==> config.mk <==
export PLATFORM = sky130hd
export DESIGN_NAME = skew_clk_banks
export DESIGN_NICKNAME = d
export VERILOG_FILES = /design/src/rtl/skew_clk_pkg.sv /design/src/rtl/skew_phase_ctr.sv /design/src/rtl/skew_div_ctr.sv /design/src/rtl/skew_bank_out.sv /design/src/rtl/skew_clk_banks.sv
export SDC_FILE = /design/constraint.sdc
export NUM_CORES = 1
export LEC_CHECK = 0
export BUFFER_PORTS_ARGS = -buffer_cell sky130_fd_sc_hd__buf_2
export CORE_MARGIN = 5
export CORE_UTILIZATION = 34
export DETAILED_ROUTE_END_ITERATION = 16
export GPL_TIMING_DRIVEN = 0
export SETUP_SLACK_MARGIN = 0.3
export SYNTH_ARGS = -nofsm -noshare
export SYNTH_HDL_FRONTEND = slang
export SYNTH_HIERARCHICAL = 1
export SYNTH_SLANG_ARGS = --single-unit
==> constraint.sdc <==
create_clock -name clk -period 8.46 [get_ports clk]
set_input_delay 0.423 -clock clk [delete_from_list [all_inputs] [get_ports clk]]
set_output_delay 0.423 -clock clk [all_outputs]
set_load 0.03 [all_outputs]
==> src/rtl/skew_clk_pkg.sv <==
// Shared encodings for the programmable skew clock bank generator.
// Assumes three-level inputs arrive already resolved to 2-bit codes.
package skew_clk_pkg;

    localparam int NUM_BANKS = 4;
    localparam int LVL_W     = 2;
    localparam int CTL_W     = 2 * LVL_W;
    localparam int DIV_W     = 2;
    localparam int MID_IDX   = 4;

    localparam logic [LVL_W-1:0] LVL_LOW  = 2'b00;
    localparam logic [LVL_W-1:0] LVL_MID  = 2'b01;
    localparam logic [LVL_W-1:0] LVL_HIGH = 2'b10;
    localparam logic [LVL_W-1:0] LVL_OPEN = 2'b11;

    typedef enum logic [1:0] {
        MODE_SKEW = 2'd0,
        MODE_DIV2 = 2'd1,
        MODE_DIV4 = 2'd2,
        MODE_INV  = 2'd3
    } out_mode_e;

    // Rank of a three-level select: low 0, high 2, mid or undriven 1.
    function automatic logic [1:0] lvl_rank(input logic [LVL_W-1:0] lvl);
        case (lvl)
            LVL_LOW:  return 2'd0;
            LVL_HIGH: return 2'd2;
            default:  return 2'd1;
        endcase
    endfunction

    // Nine-way index of a bank control pair: 3*rank(S1) + rank(S0).
    function automatic logic [3:0] code_index(input logic [CTL_W-1:0] ctl);
        return 4'(3 * lvl_rank(ctl[CTL_W-1:LVL_W])) + 4'(lvl_rank(ctl[LVL_W-1:0]));
    endfunction

endpackage

==> src/rtl/skew_phase_ctr.sv <==
// Phase counter and boundary capture of settings.
// Counts 0..N-1 on the fast clock and restarts on the reference marker.
// Settings are captured only on the edge entering phase 0.
// Assumes every selectable N is even and fits in PH_W bits.
module skew_phase_ctr
    import skew_clk_pkg::*;
#(
    parameter int N_LOW    = 44,
    parameter int N_MID    = 26,
    parameter int N_HIGH   = 16,
    parameter int PH_W     = 6,
    parameter int CTL_BITS = NUM_BANKS * CTL_W
) (
    input  logic                clk,
    input  logic                rst_n,
    input  logic                ref_mark,
    input  logic [LVL_W-1:0]    rng_sel,
    input  logic                edge_pol,
    input  logic [CTL_BITS-1:0] ctl_in,
    output logic [PH_W-1:0]     ph_q,
    output logic [PH_W-1:0]     ph_n,
    output logic [PH_W-1:0]     n_q,
    output logic [PH_W-1:0]     n_n,
    output logic                pol_n,
    output logic [CTL_BITS-1:0] ctl_q,
    output logic [CTL_BITS-1:0] ctl_n
);

    localparam int                NB_CAP   = CTL_BITS / CTL_W;
    localparam logic [CTL_BITS-1:0] CTL_RST = {NB_CAP{LVL_MID, LVL_MID}};

    logic pol_q;
    logic boundary;

    // Map a range select to the number of fast cycles per period.
    function automatic logic [PH_W-1:0] range_len(input logic [LVL_W-1:0] sel);
        case (sel)
            LVL_LOW:  return PH_W'(N_LOW);
            LVL_HIGH: return PH_W'(N_HIGH);
            default:  return PH_W'(N_MID);
        endcase
    endfunction

    // Next phase and boundary-gated capture of settings.
    always_comb begin
        boundary = ref_mark || (ph_q == n_q - 1'b1);
        ph_n     = boundary ? '0 : ph_q + 1'b1;
        n_n      = boundary ? range_len(rng_sel) : n_q;
        pol_n    = boundary ? edge_pol : pol_q;
        ctl_n    = boundary ? ctl_in : ctl_q;
    end

    // Phase and settings registers.
    always_ff @(posedge clk) begin
        if (!rst_n) begin
            ph_q  <= '0;
            n_q   <= PH_W'(N_MID);
            pol_q <= 1'b1;
            ctl_q <= CTL_RST;
        end else begin
            ph_q  <= ph_n;
            n_q   <= n_n;
            pol_q <= pol_n;
            ctl_q <= ctl_n;
        end
    end

endmodule

==> src/rtl/skew_div_ctr.sv <==
// Shared divider count for the divide-by-2 and divide-by-4 modes.
// Advances once per period on the selected reference edge: entry to
// phase 0 for rising polarity, entry to phase N/2 for falling polarity.
module skew_div_ctr
    import skew_clk_pkg::*;
#(
    parameter int PH_W = 6
) (
    input  logic             clk,
    input  logic             rst_n,
    input  logic [PH_W-1:0]  ph_n,
    input  logic [PH_W-1:0]  n_n,
    input  logic             pol_n,
    output logic [DIV_W-1:0] cnt_q,
    output logic [DIV_W-1:0] cnt_n
);

    logic edge_hit;

    // Detect the selected reference edge and step the count.
    always_comb begin
        edge_hit = pol_n ? (ph_n == '0) : (ph_n == (n_n >> 1));
        cnt_n    = edge_hit ? cnt_q + 1'b1 : cnt_q;
    end

    // Divider count register.
    always_ff @(posedge clk) begin
        if (!rst_n) begin
            cnt_q <= '0;
        end else begin
            cnt_q <= cnt_n;
        end
    end

endmodule

==> src/rtl/skew_bank_out.sv <==
// One output bank: decodes its nine-way control and forms the waveform.
// Banks 0-1 step one unit; banks 2-3 step two units and use the end
// codes for divide or invert. Works from next-state values so the
// registered output lines up with the phase register.
// Assumes the largest skew (6) is below the smallest N.
module skew_bank_out
    import skew_clk_pkg::*;
#(
    parameter int BANK = 0,
    parameter int PH_W = 6
) (
    input  logic             clk,
    input  logic             rst_n,
    input  logic [PH_W-1:0]  ph_n,
    input  logic [PH_W-1:0]  n_n,
    input  logic             pol_n,
    input  logic [DIV_W-1:0] cnt_n,
    input  logic [CTL_W-1:0] ctl_n,
    output logic             clk_q
);

    localparam bit COARSE = (BANK >= 2);

    out_mode_e       mode;
    logic [3:0]      idx;
    logic [3:0]      mag;
    logic            lag;
    logic [PH_W-1:0] half;
    logic [PH_W-1:0] s_mod;
    logic [PH_W-1:0] rel;
    logic            nxt;

    assign idx = code_index(ctl_n);

    if (!COARSE) begin : g_fine
        // Fine banks: offset of one unit per code step, always skew mode.
        always_comb begin
            mode = MODE_SKEW;
            lag  = (idx >= 4'(MID_IDX));
            mag  = lag ? idx - 4'(MID_IDX) : 4'(MID_IDX) - idx;
        end
    end else begin : g_coarse
        // Coarse banks: two units per step, end codes pick special modes.
        always_comb begin
            lag  = (idx >= 4'(MID_IDX));
            mag  = lag ? (idx - 4'(MID_IDX)) << 1 : (4'(MID_IDX) - idx) << 1;
            mode = MODE_SKEW;
            if (idx == 4'd0) begin
                mode = MODE_DIV2;
            end else if (idx == 4'd8) begin
                mode = (BANK == 2) ? MODE_DIV4 : MODE_INV;
            end
        end
    end

    // Phase distance from the programmed rising point, modulo N.
    always_comb begin
        half = n_n >> 1;
        if (mag == 4'd0) begin
            s_mod = '0;
        end else if (lag) begin
            s_mod = PH_W'(mag);
        end else begin
            s_mod = n_n - PH_W'(mag);
        end
        rel = (ph_n >= s_mod) ? ph_n - s_mod : ph_n + (n_n - s_mod);
    end

    // Select the waveform for the active mode.
    always_comb begin
        case (mode)
            MODE_DIV2: nxt = pol_n ? cnt_n[0] : ~cnt_n[0];
            MODE_DIV4: nxt = pol_n ? cnt_n[1] : ~cnt_n[1];
            MODE_INV:  nxt = (ph_n >= half);
            default:   nxt = (rel < half);
        endcase
    end

    // Output register.
    always_ff @(posedge clk) begin
        if (!rst_n) begin
            clk_q <= 1'b0;
        end else begin
            clk_q <= nxt;
        end
    end

endmodule

==> src/rtl/skew_clk_banks.sv <==
// Top of the programmable skew clock bank generator.
// One phase counter and one divider count are shared by four banks,
// each driving an identical pair of outputs.
// Assumes all N values are even and at least 16.
module skew_clk_banks
    import skew_clk_pkg::*;
#(
    parameter int N_LOW  = 44,
    parameter int N_MID  = 26,
    parameter int N_HIGH = 16
) (
    input  logic                         clk,
    input  logic                         rst_n,
    input  logic                         ref_mark,
    input  logic [LVL_W-1:0]             rng_sel,
    input  logic                         edge_pol,
    input  logic [NUM_BANKS*CTL_W-1:0]   bank_ctl,
    output logic [2*NUM_BANKS-1:0]       clk_out
);

    localparam int N_TOP = (N_LOW > N_MID) ? N_LOW : N_MID;
    localparam int N_MAX = (N_TOP > N_HIGH) ? N_TOP : N_HIGH;
    localparam int PH_W  = $clog2(N_MAX + 1);
    localparam int CTL_BITS = NUM_BANKS * CTL_W;

    logic [PH_W-1:0]     ph_q;
    logic [PH_W-1:0]     ph_n;
    logic [PH_W-1:0]     n_act;
    logic [PH_W-1:0]     n_n;
    logic                pol_n;
    logic [CTL_BITS-1:0] ctl_act;
    logic [CTL_BITS-1:0] ctl_n;
    logic [DIV_W-1:0]    dcnt_q;
    logic [DIV_W-1:0]    dcnt_n;
    logic [NUM_BANKS-1:0] bank_q;

    skew_phase_ctr #(
        .N_LOW    (N_LOW),
        .N_MID    (N_MID),
        .N_HIGH   (N_HIGH),
        .PH_W     (PH_W),
        .CTL_BITS (CTL_BITS)
    ) u_phase (
        .clk      (clk),
        .rst_n    (rst_n),
        .ref_mark (ref_mark),
        .rng_sel  (rng_sel),
        .edge_pol (edge_pol),
        .ctl_in   (bank_ctl),
        .ph_q     (ph_q),
        .ph_n     (ph_n),
        .n_q      (n_act),
        .n_n      (n_n),
        .pol_n    (pol_n),
        .ctl_q    (ctl_act),
        .ctl_n    (ctl_n)
    );

    skew_div_ctr #(
        .PH_W (PH_W)
    ) u_div (
        .clk   (clk),
        .rst_n (rst_n),
        .ph_n  (ph_n),
        .n_n   (n_n),
        .pol_n (pol_n),
        .cnt_q (dcnt_q),
        .cnt_n (dcnt_n)
    );

    for (genvar b = 0; b < NUM_BANKS; b++) begin : g_bank
        skew_bank_out #(
            .BANK (b),
            .PH_W (PH_W)
        ) u_bank (
            .clk   (clk),
            .rst_n (rst_n),
            .ph_n  (ph_n),
            .n_n   (n_n),
            .pol_n (pol_n),
            .cnt_n (dcnt_n),
            .ctl_n (ctl_n[b*CTL_W +: CTL_W]),
            .clk_q (bank_q[b])
        );
        assign clk_out[2*b]     = bank_q[b];
        assign clk_out[2*b + 1] = bank_q[b];
    end

endmodule

==> results by group <==
Critical path
  – Critical Path RT: 8670 ps
  – Crit-path max FO: 10
  – Worst setup SP type: flop
  – Worst EP arrival: 7950 ps
  – WS Path Type: reg -> reg
  – Top cell by count, worst path: ha_1
  – Crit path largest cell delay: 450 ps
  – Crit-path slowest cell: o211ai_1
  – Setup crit end kind: flop

Logic synthesis
  – Mapped Area: 0.00673 mm2
  – Most frequent cells after synthesis: inv_1 (130), ha_1 (108), nand2_1 (63)
  – Top cell type's share of synthesized area: 0.201
  – Synth Net Count: 992
  – Most used DFF post-synth: dfxtp_1
  – Area contributors post-synth: ha_1 (20%), dfxtp_1 (10%), fa_1 (8.9%), inv_1 (7.2%), mux2i_1 (4.3%)
  – Post-synth EDFFs: 0
  – Register area share after synthesis: 0.104
  – Post-synth ARST share: 0
  – Synthesized flop and latch total: 35
  – Yosys cell types: 73
  – YS warnings: 6
  – Most numerous cell in the Yosys netlist: inv_1
  – Syn Area/Cell: 8.09 um2
  – Cell taking the most area after synthesis: ha_1
  – Mapped Cells: 832

Global route
  – GR Util All Layers: 0.146
  – Largest net degree at the start of global routing: 16
  – First-pass GRT wire length: 26400 um
  – Vias in the first global route: 5289
  – GR Overflow Total: 0
  – Initial antenna violation count: 0

Floorplan
  – # rows: 51
  – Die Area: 0.0227 mm2
  – IO Count: 30
  – Die Y: 151 um
  – Die W: 151 um
  – Core area: 0.0195 mm2
  – Starting density of the core: 0.346

Timing
  – Worst slew margin: 0.0688
  – Clock Skew: 10.2 ps
  – Post-route setup slack: 716 ps
  – Setup Viol. Count Final: 0
  – Measured slew at the worst slew-check pin: 1390 ps
  – Worst hold margin: 397 ps
  – Max-slew violations: 0
  – Min Tclk post-route: 7740 ps
  – Final Hold Fails: 0
  – RSZ-0062 raised after global routing: true
  – Max Freq: 129 MHz
  – Setup TNS: 0 ps
  – Post-route clock period utilization: 0.915

Place
  – Dpl cells: 1127
  – Placer Congestion: 0.822
  – Pre-CTS WS: 727 ps
  – Input/output buffers: 29
  – Half-perimeter wire length after placement: 12900 um
  – Dpl cell area: 0.00723 mm2

Clocking
  – # H-tree levels: 2
  – Maximum buffer depth of the clock tree: 2
  – Worst-path clk slew: 60 ps
  – Worst-Skew Late Latency: 290 ps
  – CTS tree: done
  – Cts bufs inserted: 5
  – Clock sinks: 35
  – Root Buffer: clkbuf_16
  – Hold Buf Count CTS: 0

Route
  – 1st-iter DRT viols: 294
  – Vias/cell: 4.87
  – Detail Route Antenna Nets: 0
  – Pre-antenna DRT Iters: 4
  – DRT Wirelength: 16400 um
  – Routed WL per cell: 14.4 um
  – DRC Markers: 0
  – Vias: 5537

Finish
  – Area growth, synth to finish: 10.0%
  – Final core occ: 0.381
  – Fraction of layout cells with a size suffix above 1: 0.132
  – Post-route cell area: 0.00741 mm2
  – NumNets Final: 1031
  – ANT cells: 0
  – Final non-filler cell total: 1137

Pwr
  – Power Density: 292 mW/mm2
  – VDD IR-drop max: 0.000101 V
  – Leakage power: 3.59 nW
  – Overall Power: 2.16 mW

Worst hold path
  – Hold Crit Class: in -> reg

Job
  – Max cap viols: 0

Status
  – Outcome: finished clean
-- cells in the final DEF, fill, tap and decap left out, types with 8 or more instances in the layout --
| cell type | instances |
|---|---|
| nand2b_1 | 16 |
| dfxtp_1 | 35 |
| o21ai_0 | 26 |
| or2_2 | 9 |
| and2_1 | 12 |
| a211oi_1 | 8 |
| inv_1 | 130 |
| xor2_1 | 28 |
| nor2_1 | 47 |
| xnor2_1 | 31 |
| a21o_1 | 14 |
| clkbuf_1 | 14 |
| a21oi_1 | 43 |
| ha_1 | 108 |
| nor3_1 | 9 |
| mux2i_1 | 28 |
| fa_1 | 30 |
| buf_4 | 8 |
| buf_2 | 34 |
| mux2_2 | 19 |
| o21ai_1 | 12 |
| nand2_1 | 63 |
| nor2b_1 | 21 |
-- sequential cells by signal, indices dropped and copies added (netlist names) --
register,cells
u_div/cnt_q,2
u_phase/ctl_q,16
u_phase/ph_q,6
g_bank.u_bank/clk_q,4
u_phase/pol_q,1
u_phase/n_q,6
-- repair_timing --
action                     4_1_cts  5_1_grt
gates resized for setup          0        1
setup buffers                    0        2
setup endpoints to repair        0        2
-- worst max-delay path, delay by kind of cell (launching register included) --
kind,cells,cell delay (ps)
adders and majority gates,7,2020
AOI/OAI and AO/OA,13,2560
buffers and inverters,4,600
and+or+nand+nor,3,580
DFF,1,410
muxes,3,1160
xor gates and xnor gates,2,310
-- power breakdown --
group | switching, mW | internal (mW) | total, mW
combinational | 0.954 | 0.817 | 1.77
sequential | 0.00987 | 0.179 | 0.189
clock | 0.0756 | 0.125 | 0.201
total | 1.04 | 1.12 | 2.16
-- per-layer routing --
metal	vias to the layer above	share of wire	GRT usage
met5	-	0	0
li1	2893	-	-
met1	2561	0.48	0.205
met4	0	0.0071	0.0222
met3	10	0.047	0.0138
met2	73	0.47	0.246
-- area by class of cell --
cell class,instances,area (um2)
Fill cell,2007,12100
Multi-Input combinational cell,638,5390
Sequential cell,35,701
Inverter,131,492
Tap cell,265,332
Timing Repair Buffer,32,171
Buffer,28,156
Clock buffer,7,153
Clock inverter,1,7.51
-- path summary, 6_finish.rpt --
path / startpoint / endpoint / slack (ps) / cells after the start
worst min-delay path: bank_ctl[7] / u_phase/ctl_q[7] / 400 / 3
worst min register to register: u_phase/ctl_q[3] / u_phase/ctl_q[3] / 460 / 2
worst max-delay path: u_phase/n_q[0] / g_bank[2].u_bank/clk_q / 720 / 32
worst max register to register: u_phase/n_q[0] / g_bank[2].u_bank/clk_q / 720 / 32
-- cells by family (layout without fill, tap and decap cells) --
logic type                 after synthesis  after routing  synth area share
DFF                                     35             35             0.104
buffers and inverters                  159            199            0.0963
adders and majority gates              138            138             0.290
xor gates and xnor gates                61             61            0.0849
muxes                                   56             56            0.0894
AOI/OAI and AO/OA                      170            170             0.173
and+or+nand+nor                        213            213             0.163
No activity file was read; power rests on OpenSTA's default activity.
